## config.mk

```make
export PLATFORM = sky130hd
export DESIGN_NAME = ow_slot_engine
export DESIGN_NICKNAME = d
export VERILOG_FILES = /design/src/rtl/ow_slot_pkg.sv /design/src/rtl/ow_slot_datapath.sv /design/src/rtl/ow_slot_ctrl.sv /design/src/rtl/ow_slot_engine.sv
export SDC_FILE = /design/constraint.sdc
export NUM_CORES = 1
export LEC_CHECK = 0
export BUFFER_PORTS_ARGS = -buffer_cell sky130_fd_sc_hd__buf_2
export CAP_MARGIN = 20
export CORE_AREA = 5 5 56 58
export CTS_CLUSTER_DIAMETER = 150
export DETAILED_ROUTE_END_ITERATION = 7
export DIE_AREA = 0 0 61 63
export PLACE_DENSITY = 0.75
export SLEW_MARGIN = 5
export SYNTH_ARGS = -nofsm -noshare
export SYNTH_HDL_FRONTEND = slang
export SYNTH_SLANG_ARGS = --single-unit
```

## constraint.sdc

```tcl
create_clock -name clk -period 2.9 [get_ports clk]
set_input_delay 0.29 -clock clk [delete_from_list [all_inputs] [get_ports clk]]
set_output_delay 0.29 -clock clk [all_outputs]
set_load 0.005 [all_outputs]
```

## src/rtl/ow_slot_pkg.sv

```systemverilog
package ow_slot_pkg;

  typedef enum logic [1:0] {
    SLOT_IDLE  = 2'd0,
    SLOT_WRITE = 2'd1,
    SLOT_READ  = 2'd2
  } slotState_e;

  // strobes from the control FSM to the datapath
  typedef struct packed {
    logic startSlot;  // load the delay timer
    logic holdLine;   // begin pulling the line low
    logic dropLine;   // release the line
    logic sampleBit;  // capture the line into rxBit
    logic endRead;    // read slot finished
  } slotCtl_t;

  function automatic int usToCycles(input int clkHz, input int us);
    longint prod;
    prod = (longint'(clkHz) * longint'(us)) / 64'sd1000000;
    return (prod < 1) ? 1 : int'(prod);
  endfunction

endpackage

```

## src/rtl/ow_slot_datapath.sv

```systemverilog
module ow_slot_datapath
  import ow_slot_pkg::*;
#(
  parameter int DELAY_CYC = 60,
  parameter int REC_CYC   = 10
) (
  input  logic     clk,
  input  logic     rstN,
  input  logic     lineIn,
  input  slotCtl_t ctl,
  output logic     fallEvt,
  output logic     timerDone,
  output logic     lineDriveLow,
  output logic     rxBit,
  output logic     rxValid,
  output logic     txAck
);

  localparam int TW = $clog2(DELAY_CYC + 1);
  localparam int HW = $clog2(REC_CYC + 1);
  localparam logic [TW-1:0] TIMER_LOAD = TW'(DELAY_CYC - 1);
  localparam logic [HW-1:0] HIGH_FULL  = HW'(REC_CYC);

  logic syncA, lineS, prevS;
  logic [HW-1:0] highCnt;
  logic [TW-1:0] timerQ;
  logic lineReady;

  // two-stage synchroniser plus one stage for edge detect
  always_ff @(posedge clk) begin
    if (!rstN) begin
      syncA <= 1'b1;
      lineS <= 1'b1;
      prevS <= 1'b1;
    end else begin
      syncA <= lineIn;
      lineS <= syncA;
      prevS <= lineS;
    end
  end

  // consecutive high samples, saturating at the recovery length
  always_ff @(posedge clk) begin
    if (!rstN) begin
      highCnt <= '0;
    end else if (!lineS) begin
      highCnt <= '0;
    end else if (highCnt != HIGH_FULL) begin
      highCnt <= highCnt + 1'b1;
    end
  end

  assign lineReady = (highCnt == HIGH_FULL);
  assign fallEvt   = prevS & ~lineS & lineReady;

  // single delay timer shared by both slot types
  always_ff @(posedge clk) begin
    if (!rstN) begin
      timerQ <= '0;
    end else if (ctl.startSlot) begin
      timerQ <= TIMER_LOAD;
    end else if (timerQ != '0) begin
      timerQ <= timerQ - 1'b1;
    end
  end

  assign timerDone = (timerQ == '0);

  // open-drain enable
  always_ff @(posedge clk) begin
    if (!rstN) begin
      lineDriveLow <= 1'b0;
    end else if (ctl.holdLine) begin
      lineDriveLow <= 1'b1;
    end else if (ctl.dropLine) begin
      lineDriveLow <= 1'b0;
    end
  end

  // received bit and strobes
  always_ff @(posedge clk) begin
    if (!rstN) begin
      rxBit   <= 1'b0;
      rxValid <= 1'b0;
      txAck   <= 1'b0;
    end else begin
      rxValid <= ctl.sampleBit;
      txAck   <= ctl.endRead;
      if (ctl.sampleBit) begin
        rxBit <= lineS;
      end
    end
  end

endmodule

```

## src/rtl/ow_slot_ctrl.sv

```systemverilog
module ow_slot_ctrl
  import ow_slot_pkg::*;
(
  input  logic     clk,
  input  logic     rstN,
  input  logic     fallEvt,
  input  logic     timerDone,
  input  logic     slotIsRead,
  input  logic     txBit,
  input  logic     busResetSeen,
  output slotCtl_t ctl
);

  slotState_e stateQ, stateD;

  always_ff @(posedge clk) begin
    if (!rstN) begin
      stateQ <= SLOT_IDLE;
    end else begin
      stateQ <= stateD;
    end
  end

  always_comb begin
    stateD = stateQ;
    ctl    = '0;
    unique case (stateQ)
      SLOT_IDLE: begin
        if (!busResetSeen && fallEvt) begin
          ctl.startSlot = 1'b1;
          ctl.holdLine  = slotIsRead & ~txBit;
          stateD        = slotIsRead ? SLOT_READ : SLOT_WRITE;
        end
      end
      SLOT_WRITE: begin
        if (busResetSeen) begin
          stateD = SLOT_IDLE;
        end else if (timerDone) begin
          ctl.sampleBit = 1'b1;
          stateD        = SLOT_IDLE;
        end
      end
      SLOT_READ: begin
        if (busResetSeen) begin
          ctl.dropLine = 1'b1;
          stateD       = SLOT_IDLE;
        end else if (timerDone) begin
          ctl.dropLine = 1'b1;
          ctl.endRead  = 1'b1;
          stateD       = SLOT_IDLE;
        end
      end
      default: begin
        ctl.dropLine = 1'b1;
        stateD       = SLOT_IDLE;
      end
    endcase
  end

endmodule

```

## src/rtl/ow_slot_engine.sv

```systemverilog
module ow_slot_engine
  import ow_slot_pkg::*;
#(
  parameter int CLK_HZ    = 100_000_000,
  parameter int SAMPLE_US = 30,
  parameter int RECOV_US  = 5
) (
  input  logic clk,
  input  logic rstN,
  input  logic lineIn,
  input  logic slotIsRead,
  input  logic txBit,
  input  logic busResetSeen,
  output logic lineDriveLow,
  output logic rxBit,
  output logic rxValid,
  output logic txAck
);

  localparam int DELAY_CYC = usToCycles(CLK_HZ, SAMPLE_US);
  localparam int REC_CYC   = usToCycles(CLK_HZ, RECOV_US);

  slotCtl_t ctl;
  logic     fallEvt;
  logic     timerDone;

  ow_slot_ctrl uCtrl (
    .clk          (clk),
    .rstN         (rstN),
    .fallEvt      (fallEvt),
    .timerDone    (timerDone),
    .slotIsRead   (slotIsRead),
    .txBit        (txBit),
    .busResetSeen (busResetSeen),
    .ctl          (ctl)
  );

  ow_slot_datapath #(
    .DELAY_CYC (DELAY_CYC),
    .REC_CYC   (REC_CYC)
  ) uData (
    .clk          (clk),
    .rstN         (rstN),
    .lineIn       (lineIn),
    .ctl          (ctl),
    .fallEvt      (fallEvt),
    .timerDone    (timerDone),
    .lineDriveLow (lineDriveLow),
    .rxBit        (rxBit),
    .rxValid      (rxValid),
    .txAck        (txAck)
  );

endmodule

```

==> results of run 1 <==
==> layer usage <==
| metal | vias to the layer above | track usage, % | share of wire [%] |
|---|---|---|---|
| met1 | 599 | 21.5 | 47 |
| li1 | 605 | - | - |
| met3 | 2 | 6.82 | 4.3 |
| met5 | - | 0 | 0 |
| met2 | 25 | 26.7 | 48 |
| met4 | 0 | 7.59 | 0.71 |
==> per-stage QoR <==
| step | instance area (sq um) | hold slack, ns | power, W | cells | utilization (%) |
|---|---|---|---|---|---|
| after floorplan | 1450 | 0.386 | 0.00102 | 159 | - |
| after global placement | 1520 | 0.394 | 0.00109 | 196 | 58.1 |
| after detailed placement | 1520 | 0.404 | 0.00111 | 196 | 58.1 |
| after CTS | 1570 | 0.145 | 0.00134 | 203 | 59.9 |
| after global routing | 1570 | 0.148 | 0.00145 | 203 | 59.9 |
| final | 1570 | 0.152 | 0.00134 | 203 | 59.9 |
==> cells in the final DEF (no fill, tap or decap), types with 3 or more instances in the layout <==
| cell type | count |
|---|---|
| dfxtp_1 | 30 |
| nor2_1 | 13 |
| buf_2 | 9 |
| inv_1 | 8 |
| a21oi_1 | 8 |
| nand2_1 | 7 |
| o21ai_0 | 7 |
| ha_1 | 7 |
| xor2_1 | 6 |
| nor3_1 | 6 |
| nand2b_1 | 6 |
| or3_1 | 5 |
| clkbuf_4 | 5 |
| nand4_1 | 4 |
| nor2b_1 | 4 |
| or4_1 | 4 |
| xnor2_1 | 3 |
| nand4b_1 | 3 |
| and3_1 | 3 |
==> synth_stat cells, drive strengths merged (2+ instances only) <==
library cell   n
nor2b          4
o2111ai        2
nor3b          3
a21oi          8
nor2          13
a211oi         2
nand4          4
mux2i          2
or3            5
nand2b         6
nand3          2
buf            2
or2            2
a31oi          2
or4            4
nand2          7
o31ai          2
o21a           2
ha             7
inv            8
dfxtp         30
a41o           2
o31a           2
xor2           6
and3           3
o21ai          7
clkbuf         2
nand4b         3
nor3           6
o41ai          2
xnor2          3
==> worst register-to-register path, stage by stage (launching register included) <==
cell and delay, ns:
dfxtp_1 0.37, or4_1 0.70, or4_1 0.64, a211o_1 0.29, and3_1 0.16
==> sequential cells by signal, summed over array words and instances (netlist names) <==
register,cells
uCtrl.stateQ,2
uData.lineS,1
uData.lineDriveLow,1
uData.syncA,1
uData.rxBit,1
uData.txAck,1
uData.rxValid,1
uData.highCnt,9
uData.prevS,1
uData.timerQ,12
==> power by group <==
part	leakage [nW]	internal, W	total (W)	switching [W]
clock	0.0254	0.0000913	0.000222	0.000131
combinational	0.346	0.000238	0.000547	0.000309
sequential	0.245	0.000489	0.000569	0.0000802
total	0.617	0.000818	0.00134	0.000520
==> cell families after synthesis <==
group	after synthesis	share of synthesized area, %
adder cells (fa/ha/maj)	7	6.06
AND/OR/NAND/NOR	65	26.4
XOR/XNOR	9	5.45
buffers and inverters	12	3.29
AO/OA/AOI/OAI	34	15.9
multiplexers	2	1.38
flip-flops	30	41.5
==> worst max-delay path by stage <==
stage | startpoint | depth (start not counted) | slack (ns) | endpoint
after floorplan | uData.timerQ[7] | 6 | 0.80 | uData.timerQ[5]
after global placement | uData.timerQ[7] | 4 | 0.71 | uData.timerQ[5]
after detailed placement | uData.timerQ[7] | 4 | 0.68 | uData.timerQ[5]
after CTS | uData.timerQ[7] | 4 | 0.67 | uData.timerQ[5]
after global routing | uData.timerQ[7] | 4 | 0.57 | uCtrl.stateQ[0]
final | uData.timerQ[7] | 4 | 0.64 | uData.timerQ[5]
==> cell type report <==
cell class,instances,area (sq um),share of cell area [%]
sequential,30,601,38.4
timing repair buffer,10,52.6,3.36
multi-input combinational,117,798,51.0
clock buffer,7,45.0,2.88
tap,31,38.8,2.48
inverter,8,30.0,1.92
==> key figures, run 1 <==
Logic synthesis
  – Synthesized area: 1450 sq um
  – Syn avg cell area: between 9 and 10 sq um
  – Cell count after synthesis: roughly 160
  – Synth cell types: 38
  – Post-synth EDFFs: 0
  – Flops & latches, synth: 30
  – Syn Nets: 172
  – Asr flop ratio synth: 0%
  – Post-synth top flop: dfxtp_1
  – Post-synth top area share: 41.5%
  – Top cells by area, synth: dfxtp_1 (42%), ha_1 (6.1%), xor2_1 (3.6%), nor2_1 (3.4%), a21oi_1 (2.8%)
  – Post-synthesis sequential area ratio: 41.5%
  – Largest area contributor in the netlist: dfxtp_1
  – Synth warn: 0

Setup path
  – CP bufs+invs: 0
  – R2r endpoint: uData.timerQ[5]
  – WS Path Type: reg -> reg
  – Worst stage delay on the critical path: 0.70 ns
  – Crit path arrival time: approximately 2.5 ns
  – Crit-path cells: or4_1, or4_1, a211o_1, and3_1
  – CP Capture Type: register
  – CP required: ~3.1 ns
  – CP startpoint kind: register
  – R2R Setup Slk: 0.64 ns
  – CP max FO: 9
  – Worst reg2reg startpoint: uData.timerQ[7]
  – Top cell by count, worst path: or4_1
  – Register-to-Register Path Depth: 4
  – Cell family with most CP delay: simple AND/OR/NAND/NOR gates
  – Crit-path slowest cell: or4_1

Min path
  – Hold endpoint: uData.syncA
  – Worst hold path stage count: 2
  – Hold crit path type: in -> reg
  – Hold path startpoint: lineIn

Clocking
  – CTS root buf: clkbuf_4
  – Clock transition at the registers of the reported paths: ~0.090 ns
  – Cts hold-fix bufs: 0
  – Setup bufs post-CTS: 0
  – # resized after CTS: 0
  – Clock sink total: 30
  – Clk_lat worst skew: 0.32 ns
  – Bufs on Longest Clock Path: 2
  – H-tree depth: 2
  – CTS tree: built
  – CTS Buf Count: 5

Global route
  – Global-route wire length before repair: 5090 microns
  – GRT Util Overall: between 10% and 20%
  – Global route overflow: 0
  – Largest net degree at the start of global routing: 18
  – Initial antenna violation count: 0
  – Number of global-route vias before repair: 1174

Power
  – Leakage: 0.617 nW
  – Max VDD drop: 772 uV
  – Cell area power density: 855 nW/um^2

Routing
  – Residual DRC: 0
  – Initial drt markers: 40
  – Routed via count: 1231
  – DR pass1 iterations: 4
  – Antenna-violating nets left: 0
  – Per-cell routed wire length: 14.0 microns
  – Vias/cell: 6.06
  – Final wirelength: 2830 microns

Timing
  – Skew final: about 0.0073 ns
  – Setup TNS: 0 ns
  – Setup-failing EPs final: 0
  – Max Fclk: 0.442 GHz
  – Tmin final: 2.26 ns
  – Max-slew violations: 0
  – Max_slew headroom: about three fifths
  – RSZ-0062 raised after global routing: no
  – PnR worst setup slack: 0.636 ns
  – Fin. Hold Viols: 0
  – Actual slew at the worst max-slew pin: 0.620 ns
  – Crit share post-route: around four fifths

Cells and area
  – Inserted Diodes: 0
  – Share of cells above drive strength 1: 11.0%
  – Fin nets: 185
  – Fillers: 240
  – Area delta synth->final: 8.22%

Floorplan
  – Site Rows: 19
  – Die W: 61 microns
  – CORE AREA: 2620 sq um
  – Die ar.: 3840 sq um
  – Die H: 63 microns
  – Initial Util: 55.3%
  – IO Count: 10

Placed design
  – GPL Wtd Cong: 0.854
  – # port buffers: 9
  – Setup Slack @ Placement: 0.683 ns
  – HPWL after detailed placement: 2090 microns

Run status
  – Status: finished, final reports clean

Flow run
  – Number of max-cap violations: 0
(Power assumes the default switching activity.)
==> run 2: changes to the inputs <==
CORE_AREA = 5 5 59 61   (was 5 5 56 58)
DIE_AREA = 0 0 64 66   (was 0 0 61 63)
PLACE_DENSITY = 0.7   (was 0.75)
clock period = 1.85 ns   (was 2.9 ns; I/O delays follow)
==> run 2 against run 1 <==
Effect of this change: count of clock-buffer cells in the layout stayed put; worst hold slack worse by 0.11 ns; global-route usage shrank 1.3 points; register-to-register slack got worse by 0.68 ns; non-clock buffer count up 23; the flow now finishes with violations (setup timing); first-iteration DRC count grew 30%; wire length grew 8.3%; clock power increased by 83%; setup slack lost 0.68 ns; power grew 96%; sequential power grew 48%; maximum frequency is 19% higher.
==> key figures, run 2 (synthesis gave the netlist of run 1 again) <==
Clocking
  – CTS root buf: clkbuf_4 (unchanged)
  – CTS tree: built (unchanged)
  – Clk_lat worst skew: 0.33 ns (was 0.32 ns)
  – Bufs on Longest Clock Path: 2 (unchanged)
  – Cts hold-fix bufs: 0 (unchanged)
  – Clock transition at the registers of the reported paths: 0.10 ns (was 0.09 ns)
  – CTS Buf Count: 5 (unchanged)
  – H-tree depth: 2 (unchanged)
  – Clock sink total: 30 (unchanged)

Global route
  – GR Util met2: 27.1% (was 26.7%)
  – Met1 global-route usage: 19.9% (was 21.5%)
  – Initial antenna violation count: 0 (unchanged)
  – GRT Max-Usage Layer: met2 (unchanged)
  – Number of global-route vias before repair: 1225 (was 1174)
  – Met3 usage in global routing: 4.08% (was 6.82%)
  – Largest net degree at the start of global routing: 18 (unchanged)
  – GRT Util Overall: 16.3% (was 17.6%)
  – Global-route wire length before repair: 5420 microns (was 5090 microns)
  – Global route overflow: 0 (unchanged)

Timing
  – Fin. Hold Viols: 0 (unchanged)
  – Setup-failing EPs final: 3 (was 0)
  – Max Fclk: 0.527 GHz (was 0.442 GHz)
  – Max-slew violations: 0 (unchanged)
  – Crit share post-route: 103% (was 78.1%)
  – Tmin final: 1.90 ns (was 2.26 ns)
  – Actual slew at the worst max-slew pin: 0.380 ns (was 0.620 ns)
  – RSZ-0062 raised after global routing: yes (was no)
  – PnR worst setup slack: -0.0477 ns (was 0.636 ns)
  – Skew final: 0.0117 ns (was 0.00726 ns)
  – Max_slew headroom: 74.6% (was 58.1%)
  – Setup TNS: -0.0619 ns (was 0 ns)

Setup path
  – CP bufs+invs: 0 (unchanged)
  – CP max FO: 4 (was 9)
  – WS Path Type: reg -> reg (unchanged)
  – Worst stage delay on the critical path: 0.53 ns (was 0.70 ns)
  – Top cell by count, worst path: or4_4 (was or4_1)
  – Cell family with most CP delay: simple AND/OR/NAND/NOR gates (unchanged)
  – CP Capture Type: register (unchanged)
  – CP required: 2.08 ns (was 3.12 ns)
  – Crit-path cells: or4_4, or4_4, a211o_1, and3_1 (was or4_1, or4_1, a211o_1, and3_1)
  – Crit-path slowest cell: or4_4 (was or4_1)
  – Crit path arrival time: 2.13 ns (was 2.48 ns)
  – CP startpoint kind: register (unchanged)

Placed design
  – HPWL after detailed placement: 2250 microns (was 2090 microns)
  – # port buffers: 9 (unchanged)
  – Cells after DPL: 218 (was 196)
  – GPL Wtd Cong: 0.817 (was 0.854)

Floorplan
  – Die ar.: 4220 sq um (was 3840 sq um)
  – CORE AREA: 2930 sq um (was 2620 sq um)
  – IO Count: 10 (unchanged)
  – Site Rows: 20 (was 19)
  – Initial Util: 49.4% (was 55.3%)
  – Die H: 66 microns (was 63 microns)
  – Die W: 64 microns (was 61 microns)

Cells and area
  – Fin nets: 208 (was 185)
  – Commonest non-fill, non-tap cells in the layout: dfxtp_1 (27), buf_4 (24), nor2_1 (12), buf_2 (9) (was dfxtp_1 (30), nor2_1 (13), buf_2 (9), inv_1 (8), a21oi_1 (8))
  – Share of cells above drive strength 1: 26.5% (was 11.0%)
  – Largest register by flop count: uData.timerQ (unchanged)
  – Inserted Diodes: 0 (unchanged)
  – Area delta synth->final: 24.7% (was 8.22%)
  – Finished Layout Cells: 229 (was 203)
  – Largest registers: uData.timerQ: 12 flops, uData.highCnt: 9 flops, uCtrl.stateQ: 2 flops (unchanged)
  – Number of flip-flops in the largest register: 12 (unchanged)
  – Commonest non-fill, non-tap cell in the layout: dfxtp_1 (unchanged)

Routing
  – Final wirelength: 3070 microns (was 2830 microns)
  – Vias/cell: 5.74 (was 6.06)
  – Initial drt markers: 52 (was 40)
  – Residual DRC: 0 (unchanged)
  – Routed via count: 1315 (was 1231)
  – Antenna-violating nets left: 0 (unchanged)
  – Per-cell routed wire length: 13.4 microns (was 14.0 microns)
  – DR pass1 iterations: 4 (unchanged)

Run status
  – Status: complete, but fails checks (was finished, final reports clean)
  – Failing checks: setup timing

Power
  – Leakage: 0.748 nW (was 0.617 nW)
  – Max VDD drop: 1470 uV (was 772 uV)
  – Cell area power density: 1460 nW/um^2 (was 855 nW/um^2)

Min path
  – Hold crit path type: in -> reg (unchanged)

Flow run
  – Number of max-cap violations: 0 (unchanged)
## run 2: path summary, 6_finish.rpt
check                         from              end  slack [ns]  cells past startpoint
setup / recovery  uData.timerQ[10]  uData.timerQ[5]       -0.05                      4
hold / removal              lineIn      uData.syncA        0.04                      2
setup reg to reg  uData.timerQ[10]  uData.timerQ[5]       -0.05                      4
hold reg to reg        uData.syncA      uData.lineS        0.42                      1
## run 2: stage by stage
| stage | cell area [sq um] | total power [W] | hold WS [ns] | utilization [%] | worst slack [ns] |
|---|---|---|---|---|---|
| final | 1800 | 0.00263 | 0.0431 | 61.6 | -0.0477 |
| after CTS | 1760 | 0.00253 | 0.0437 | 60.1 | -0.0540 |
| after global routing | 1800 | 0.00283 | 0.0342 | 61.6 | -0.0838 |
| after floorplan | 1460 | 0.00168 | 0.286 | - | -0.227 |
| after global placement | 1680 | 0.00203 | 0.369 | 57.3 | -0.0647 |
| after detailed placement | 1680 | 0.00206 | 0.387 | 57.3 | -0.0869 |
## run 2: where the power goes
part / switching (W) / total, W / internal [W]
clock: 0.000222 / 0.000406 / 0.000184
sequential: 0.0000720 / 0.000844 / 0.000772
combinational: 0.000699 / 0.00138 / 0.000681
total: 0.000993 / 0.00263 / 0.00164
## run 2: final cells by class
type	count	area (sq um)
timing repair buffer	33	225
sequential	30	604
tap	33	41.3
clock buffer	7	55.1
fill	249	1120
clock inverter	1	5.00
multi-input combinational	117	843
inverter	8	30.0
## run 2: layer usage
layer	share of wire, %	vias up
met1	45	624
met5	0	-
li1	-	653
met3	4.2	9
met4	2.5	0
met2	48	29
## run 2: timing repair
item | in CTS | in global routing
endpoints found under the setup margin | 5 | 10
setup buffers | 1 | 2
pin swaps | 0 | 0
gates resized for setup | 3 | 6
## run 2: worst register-to-register path, stage by stage (launching register included)
cell and delay, ns:
dfxtp_2 0.33, or4_4 0.53, or4_4 0.53, a211o_1 0.27
and3_1 0.15
